`config.mk`:
```
export PLATFORM = sky130hd
export DESIGN_NAME = slowtick_rtc
export DESIGN_NICKNAME = d
export VERILOG_FILES = /design/src/rtl/slowtick_rtc_pkg.sv /design/src/rtl/slowtick_rtc_divider.sv /design/src/rtl/slowtick_rtc_counter.sv /design/src/rtl/slowtick_rtc_channel.sv /design/src/rtl/slowtick_rtc.sv
export SDC_FILE = /design/constraint.sdc
export NUM_CORES = 1
export LEC_CHECK = 0
export BUFFER_PORTS_ARGS = -buffer_cell sky130_fd_sc_hd__buf_2
export CAP_MARGIN = 20
export CORE_MARGIN = 2
export CORE_UTILIZATION = 65
export DETAILED_ROUTE_END_ITERATION = 6
export GPL_TIMING_DRIVEN = 1
export MAX_ROUTING_LAYER = met4
export PLACE_DENSITY = 0.92
export SYNTH_ARGS = -nofsm -noshare
export SYNTH_HDL_FRONTEND = slang
export SYNTH_SLANG_ARGS = --single-unit
export TNS_END_PERCENT = 1
```
`constraint.sdc`:
```
create_clock -name clk -period 7.5 [get_ports clk]
set_clock_uncertainty 0.2 [all_clocks]
set_input_delay 0.75 -clock clk [delete_from_list [all_inputs] [get_ports clk]]
set_output_delay 0.75 -clock clk [all_outputs]
set_load 0.005 [all_outputs]
```
`src/rtl/slowtick_rtc_pkg.sv`:
```
package slowtick_rtc_pkg;

    localparam int unsigned PRESC_W_DEF = 12;
    localparam int unsigned CNT_W_DEF   = 24;
    localparam int unsigned NCH_DEF     = 4;

    typedef struct packed {
        logic start;
        logic stop;
        logic clear;
    } rtc_task_t;

    typedef enum logic {
        RTC_HALT = 1'b0,
        RTC_RUN  = 1'b1
    } rtc_run_e;

    // Stop dominates start; clear does not touch the run state.
    function automatic rtc_run_e rtc_run_next(rtc_run_e cur, rtc_task_t t);
        rtc_run_e nxt;
        nxt = cur;
        if (t.stop)
            nxt = RTC_HALT;
        else if (t.start)
            nxt = RTC_RUN;
        return nxt;
    endfunction

endpackage

```
`src/rtl/slowtick_rtc_divider.sv`:
```
module slowtick_rtc_divider #(
    parameter int unsigned PW = 12
) (
    input  logic          clk,
    input  logic          rst,
    input  logic          run,
    input  logic          restart,
    input  logic [PW-1:0] ratio,
    output logic          tick
);
    logic [PW-1:0] phase_q;
    logic          at_end;

    assign at_end = (phase_q >= ratio);
    assign tick   = run & ~restart & at_end;

    always_ff @(posedge clk) begin
        if (rst)
            phase_q <= '0;
        else if (restart)
            phase_q <= '0;
        else if (run)
            phase_q <= at_end ? '0 : phase_q + 1'b1;
    end
endmodule

```
`src/rtl/slowtick_rtc_counter.sv`:
```
module slowtick_rtc_counter #(
    parameter int unsigned W = 24
) (
    input  logic         clk,
    input  logic         rst,
    input  logic         tick,
    input  logic         clear,
    input  logic         wrap_req,
    output logic [W-1:0] count,
    output logic [W-1:0] next_count,
    output logic         advance,
    output logic         rollover
);
    logic [W-1:0] count_q;

    assign count      = count_q;
    assign next_count = count_q + 1'b1;
    assign advance    = tick & ~clear & ~wrap_req;
    assign rollover   = advance & (&count_q);

    always_ff @(posedge clk) begin
        if (rst)
            count_q <= '0;
        else if (clear)
            count_q <= '0;
        else if (tick)
            count_q <= wrap_req ? '0 : next_count;
    end
endmodule

```
`src/rtl/slowtick_rtc_channel.sv`:
```
module slowtick_rtc_channel #(
    parameter int unsigned W = 24
) (
    input  logic         clk,
    input  logic         rst,
    input  logic         wr,
    input  logic [W-1:0] wdata,
    input  logic         boundary,
    input  logic         advance,
    input  logic [W-1:0] next_count,
    output logic         hit
);
    logic [W-1:0] hold_q;
    logic [W-1:0] active_q;

    // The match uses the value active before this boundary.
    assign hit = advance & (next_count == active_q);

    always_ff @(posedge clk) begin
        if (rst) begin
            hold_q   <= '0;
            active_q <= '0;
        end else begin
            if (wr)
                hold_q <= wdata;
            if (boundary)
                active_q <= hold_q;
        end
    end
endmodule

```
`src/rtl/slowtick_rtc.sv`:
```
module slowtick_rtc
    import slowtick_rtc_pkg::*;
#(
    parameter int unsigned CNT_W   = CNT_W_DEF,
    parameter int unsigned NCH     = NCH_DEF,
    parameter int unsigned PRESC_W = PRESC_W_DEF
) (
    input  logic               clk,
    input  logic               rst,
    input  logic               task_start,
    input  logic               task_stop,
    input  logic               task_clear,
    input  logic [PRESC_W-1:0] prescale,
    input  logic [NCH-1:0]     cmp_wr,
    input  logic [CNT_W-1:0]   cmp_wdata,
    input  logic [NCH:0]       evt_en,
    input  logic [NCH:0]       int_en,
    input  logic [NCH:0]       evt_clr,
    input  logic [NCH-1:0]     wrap_route,
    output logic [CNT_W-1:0]   counter_value,
    output logic [NCH:0]       evt_flags,
    output logic               irq
);
    localparam int unsigned NEV = NCH + 1;

    rtc_task_t        tsk;
    rtc_run_e         run_q;
    logic             is_running;
    logic             tick;
    logic             advance;
    logic             rollover;
    logic             route_pend_q;
    logic [CNT_W-1:0] next_count;
    logic [NCH-1:0]   hit;
    logic [NEV-1:0]   raw_evt;
    logic [NEV-1:0]   flags_q;

    assign tsk        = '{start: task_start, stop: task_stop, clear: task_clear};
    assign is_running = (run_q == RTC_RUN);

    always_ff @(posedge clk) begin
        if (rst)
            run_q <= RTC_HALT;
        else
            run_q <= rtc_run_next(run_q, tsk);
    end

    slowtick_rtc_divider #(.PW(PRESC_W)) u_div (
        .clk     (clk),
        .rst     (rst),
        .run     (is_running),
        .restart (tsk.clear),
        .ratio   (prescale),
        .tick    (tick)
    );

    slowtick_rtc_counter #(.W(CNT_W)) u_cnt (
        .clk        (clk),
        .rst        (rst),
        .tick       (tick),
        .clear      (tsk.clear),
        .wrap_req   (route_pend_q),
        .count      (counter_value),
        .next_count (next_count),
        .advance    (advance),
        .rollover   (rollover)
    );

    for (genvar i = 0; i < NCH; i++) begin : g_chan
        slowtick_rtc_channel #(.W(CNT_W)) u_ch (
            .clk        (clk),
            .rst        (rst),
            .wr         (cmp_wr[i]),
            .wdata      (cmp_wdata),
            .boundary   (tick),
            .advance    (advance),
            .next_count (next_count),
            .hit        (hit[i])
        );
    end

    // A routed match asks the following tick to wrap to zero.
    always_ff @(posedge clk) begin
        if (rst)
            route_pend_q <= 1'b0;
        else if (tsk.clear)
            route_pend_q <= 1'b0;
        else if (tick)
            route_pend_q <= |(hit & wrap_route);
    end

    assign raw_evt = {rollover, hit};

    always_ff @(posedge clk) begin
        if (rst)
            flags_q <= '0;
        else
            flags_q <= (flags_q & ~evt_clr) | (raw_evt & evt_en);
    end

    assign evt_flags = flags_q;
    assign irq       = |(flags_q & int_en);
endmodule

```
======== Word level (Yosys, flattened, before mapping) ========
Index checks and enable logic that the tools add are counted.
storage, ports and cells
  flip-flop bits (word level) ............. 235
  input port bits ......................... 64
  output and inout bits ................... 30
  logic and storage cells ................. 44
operators by class
  $add $sub $neg .......................... 2
  magnitude comparators ................... 1
  eq/ne operators ......................... 4
  multiplexer cells ....................... 2
  bitwise gates (word level) .............. 17
  reduce and logical (&&, ||, !) cells .... 5
operator list
  operator                 number
  $eq A24 B24 Y1           4
  $add A24 B1 Y24 const B  1
  $mux W24                 1
  $reduce_and A24 Y1       1
  $and A5 B5 Y5            3
  $add A12 B1 Y12 const B  1
  $ge A12 B12 Y1           1
  $mux W12                 1
  $and A1 B1 Y1            9
  $not A5 Y5               1
  $or A5 B5 Y5             1
  $reduce_or A5 Y1         1
  $and A4 B4 Y4            1
  $reduce_or A2 Y1         2
  $reduce_or A4 Y1         1
  $not A1 Y1               2

======== Depth between registers and ports, before layout ========
  depth after elaboration ................. 8
  mapped depth ............................ 12

======== Modules after synthesis ========
From an unflattened synthesis, not the netlist that was laid out.
unflattened totals
  cell total of the unflattened synthesis .. 1114
  area total of the unflattened synthesis .. 10697.8 µm²
modules (own cells, without submodules)
  module                times used  cells each  area each (µm²)
  slowtick_rtc_channel  4           188         1950.6
  slowtick_rtc_counter  1           218         1689.1
  slowtick_rtc_divider  1           112         920.9
  slowtick_rtc          1           32          285.3

======== Least setup slack after synthesis ========
No wires, ideal clock.
  kind .................................... input-to-reg
  start point ............................. in prescale[9]
  end point ............................... reg route_pend_q
  library setup time ...................... 0.086 ns
  data arrival time ....................... 3.053 ns
  required time ........................... 7.214 ns
  path slack .............................. 4.161 ns
  cell stages on the path ................. 10
  buffers on the path ..................... 0
  cells stage by stage .................... inv_1 > ha_1 > nand4_1 > or4_1 > a31oi_1 > o211a_1 > nand4_1 > o41ai_1 > nor3_1 > a221oi_2
between the ends
  longest elaborated chain between the ends .. 7
RTL lines
  element                     line                        text
  from (decl)                 slowtick_rtc.sv:13          input logic [PRESC_W-1:0] prescale,
  $ge A12 B12 Y1 *            slowtick_rtc_divider.sv:14  assign at_end = (phase_q >= ratio);
  $and A1 B1 Y1 *             slowtick_rtc_divider.sv:15  assign tick = run & ~restart & at_end;
  $and A1 B1 Y1 (2 in a row)  slowtick_rtc_counter.sv:18  assign advance = tick & ~clear & ~wrap_req;
  $and A1 B1 Y1               slowtick_rtc_channel.sv:17  assign hit = advance & (next_count == active_q);
  $and A4 B4 Y4               slowtick_rtc.sv:89          route_pend_q <= |(hit & wrap_route);
  $reduce_or A4 Y1            slowtick_rtc.sv:89
  to (signal assigned)        slowtick_rtc.sv:89
  to (decl)                   slowtick_rtc.sv:32          logic route_pend_q;
Mark *: on every way between the ends. The rest lies on a longest branch, timed or not.
A chain may end at the register's enable or synchronous reset.

======== Final worst setup path ========
  start point ............................. reg u_cnt.count_q[0] (netlist: u_cnt.count[0])
  end point ............................... reg route_pend_q
between the ends
  longest elaborated chain between the ends .. 5
RTL lines
  element                 line                        text
  from (decl)             slowtick_rtc_counter.sv:14  logic [W-1:0] count_q;
  from (signal assigned)  slowtick_rtc_counter.sv:27  count_q <= wrap_req ? '0 : next_count;
  $add A24 B1 Y24 *       slowtick_rtc_counter.sv:17  assign next_count = count_q + 1'b1;
  $eq A24 B24 Y1          slowtick_rtc_channel.sv:17
  $and A1 B1 Y1           slowtick_rtc_channel.sv:17
  $and A4 B4 Y4 *         slowtick_rtc.sv:89
  $reduce_or A4 Y1 *      slowtick_rtc.sv:89
Marked as above.

==> results.ini <==
[floorplan]
core_sq_um=17200
dieArea_sq_um=18500
die_w_um=136
rows=48
num_io_pins=94
fp.dieH_um=136
initial_core_util_pct=66.1

[grt]
overflow=0
grt_pass1_wl_um=50700
grtUsageTotal_pct=35.9
antenna_found_initial=0
grt_max_degree=112
grt_pass1_vias=9285

[place]
place_inst=1596
dpl.hpwl_um=22700
gp_congestion=1.08
port_buffers=93
dp_slack_ns=3.18

[yosys]
avgSynthCellArea_sq_um=8.27
synth_top_area_share_pct=41.4
synth_cells=1373
synth_area_sq_um=11400
ys_async_sr_fraction_pct=0
synth_seq_cells=235
synth-edff-count=0
synthFlopType=dfxtp_1
ys_types=72
synth_fp_nets=1451
yosys_warnings=0
seq_area_frac_synth_pct=41.4
synth.area.top_cells=dfxtp_1 41%, mux2i_1 8.6%, nand2_1 7.7%, a21oi_1 6.6%, nor2_1 5.1%
synth_top_area_cell=dfxtp_1

[outcome]
status=finished, final reports clean

[power]
p_leak_nw=4.96
p_comb_share_pct=4.5
clockPowerShare_pct=46.4
p_int_w=0.00205
sequentialPowerShare_pct=49.1
powerDensity_nw_per_um2=210
p_switching_w=0.000591
p_sw_share_pct=22.4
peakVddDrop_v=0.000207

[sta]
fin_hold_ws_ns=0.182
report.final.slew_viol_count=0
final.setup.worst_slack_ns=3.08
max_freq_mhz=226
finalSetupTns_ns=0
setup_violations=0
worstMarginPinSlew_ns=1.09
grt_setup_unrepaired=false
period_minus_slack_ns=4.42
fin_crit_sh_pct=58.9
relSlewSlack_pct=27.1
hold_viol_final=0

[setup_path]
worstPathArrival_ns=4.66
path_class=flip-flop to flip-flop
cp.required_ns=7.74
startpoint_type=flip-flop
crit_fanout=15
end_kind=flip-flop

[cts]
insertion_delay_ns=0.53
postCtsResizedCells=0
cts_buffer_depth=3
h-tree-depth=1
numCtsBuffers=23
cts_sinks=235
postCtsSetupBuffers=0
cts.hold.buffers_added=0
cts_tree=yes
clkSlewWorstSetupHoldPaths_ns=0.06
cts-root-buf=clkbuf_16

[final_layout]
diodes=0
final_common_cell=dfxtp_1
layout-drive-gt1-share_pct=11.2
final_nets=1475
final_cell_mix=235 x dfxtp_1, 233 x nand2_1, 154 x nor2_1, 150 x a21oi_1, 98 x mux2i_1
synthToLayoutAreaGrowth_pct=10.9
instances_no_fill=1639

[detailed_routing]
routed_wl_um=32700
route.vias.total=10200
viasPerCell=6.25
drc=0
drt.antenna.violating_nets=0
drt_pre_antenna_iters=5
avgRoutedWirePerCell_um=19.9
drtIter0Drc=1154

[flow_run]
drv_cap=0

[worst_hold_path]
hp-class=input pin to flip-flop

## metrics by stage
step | total power [W] | cell area [sq um] | util (%)
2_1_floorplan | 0.00140 | 11400 | -
3_3_place_gp | 0.00143 | 11800 | 68.4
3_5_place_dp | 0.00144 | 11800 | 68.4
4_1_cts | 0.00265 | 12600 | 73.2
5_1_grt | 0.00271 | 12600 | 73.3
6_report | 0.00264 | 12600 | 73.3
## cells by family (layout without fill, tap and decap cells)
family | count (synthesis) | in the layout | synth area share [%]
and+or+nand+nor | 552 | 552 | 22.3
adders and majority gates | 14 | 14 | 1.54
buffers and inverters | 132 | 173 | 4.65
muxes | 98 | 98 | 8.64
DFF | 235 | 235 | 41.4
xor gates and xnor gates | 98 | 98 | 8.72
AOI/OAI and AO/OA | 244 | 244 | 12.7
## power by group through the flow
stage          Clock [W]  Combinational, W  Sequential (W)
3_5_place_dp           0          0.000117         0.00132
3_3_place_gp           0          0.000112         0.00132
6_report         0.00123          0.000119         0.00130
5_1_grt          0.00128          0.000130         0.00130
2_1_floorplan          0         0.0000778         0.00132
4_1_cts          0.00123          0.000118         0.00130
## registers in the layout, indices dropped and copies added (netlist names)
name and flops:
u_div.phase_q 12, is_running 1, u_cnt.count 24, g_chan.u_ch.active_q 96, route_pend_q 1, evt_flags 5, g_chan.u_ch.hold_q 96
## per-layer routing
layer  track usage, %  wire [um]  up-vias
li1                 -          -     4779
met1             50.2      13900     4868
met2             53.4      14500      510
met3             4.85       3060       82
met4             12.8       1160        0
met5                -          0        -
## worst max-delay path, stage by stage (launching register included)
cell,delay (ns)
dfxtp_1,0.56
ha_1,0.35
nand3_2,0.29
or4_1,0.88
xor2_1,0.44
nor2_1,0.09
or3_1,0.40
nor4_1,0.52
and4_1,0.30
nor3_1,0.08
a221oi_2,0.21
## final timing paths
| kind | slack [ns] | from | to | cells after the start |
|---|---|---|---|---|
| setup / recovery | 3.08 | u_cnt.count[0] | route_pend_q | 10 |
| hold / removal | 0.18 | task_stop | is_running | 2 |
| setup reg to reg | 3.08 | u_cnt.count[0] | route_pend_q | 10 |
| hold reg to reg | 0.25 | g_chan[2].u_ch.hold_q[21] | g_chan[2].u_ch.active_q[21] | 2 |
## Yosys cell counts (3+ instances only)
master / count
or3_1: 13
and4_1: 7
xor2_1: 35
inv_1: 29
o21ai_0: 22
ha_1: 14
a21oi_1: 150
nand3b_1: 6
nand2_1: 233
mux2i_1: 98
a31oi_1: 6
nand2b_1: 8
nor3b_1: 4
xnor3_1: 9
nor2b_1: 7
or4_1: 9
nor3_1: 16
and3_1: 9
xnor2_1: 53
o22ai_1: 8
o41ai_1: 3
buf_1: 7
buf_4: 5
o2111ai_1: 4
a2111oi_0: 4
or2_2: 3
nand3_1: 30
o211a_1: 3
nor2_1: 155
nand4_1: 21
o311ai_0: 3
o31ai_1: 7
a22oi_1: 5
buf_2: 10
dfxtp_1: 235
clkbuf_1: 79
nor4_1: 19
a211oi_1: 3
o221ai_1: 3
## final cells by class
cell class	count	area (sq um)
sequential	235	4700
fill	1263	4580
multi-input combinational	1006	6130
clock buffer	29	648
tap	225	282
inverter	30	113
clock inverter	13	164
timing repair buffer	101	552
(Power assumes the default switching activity.)
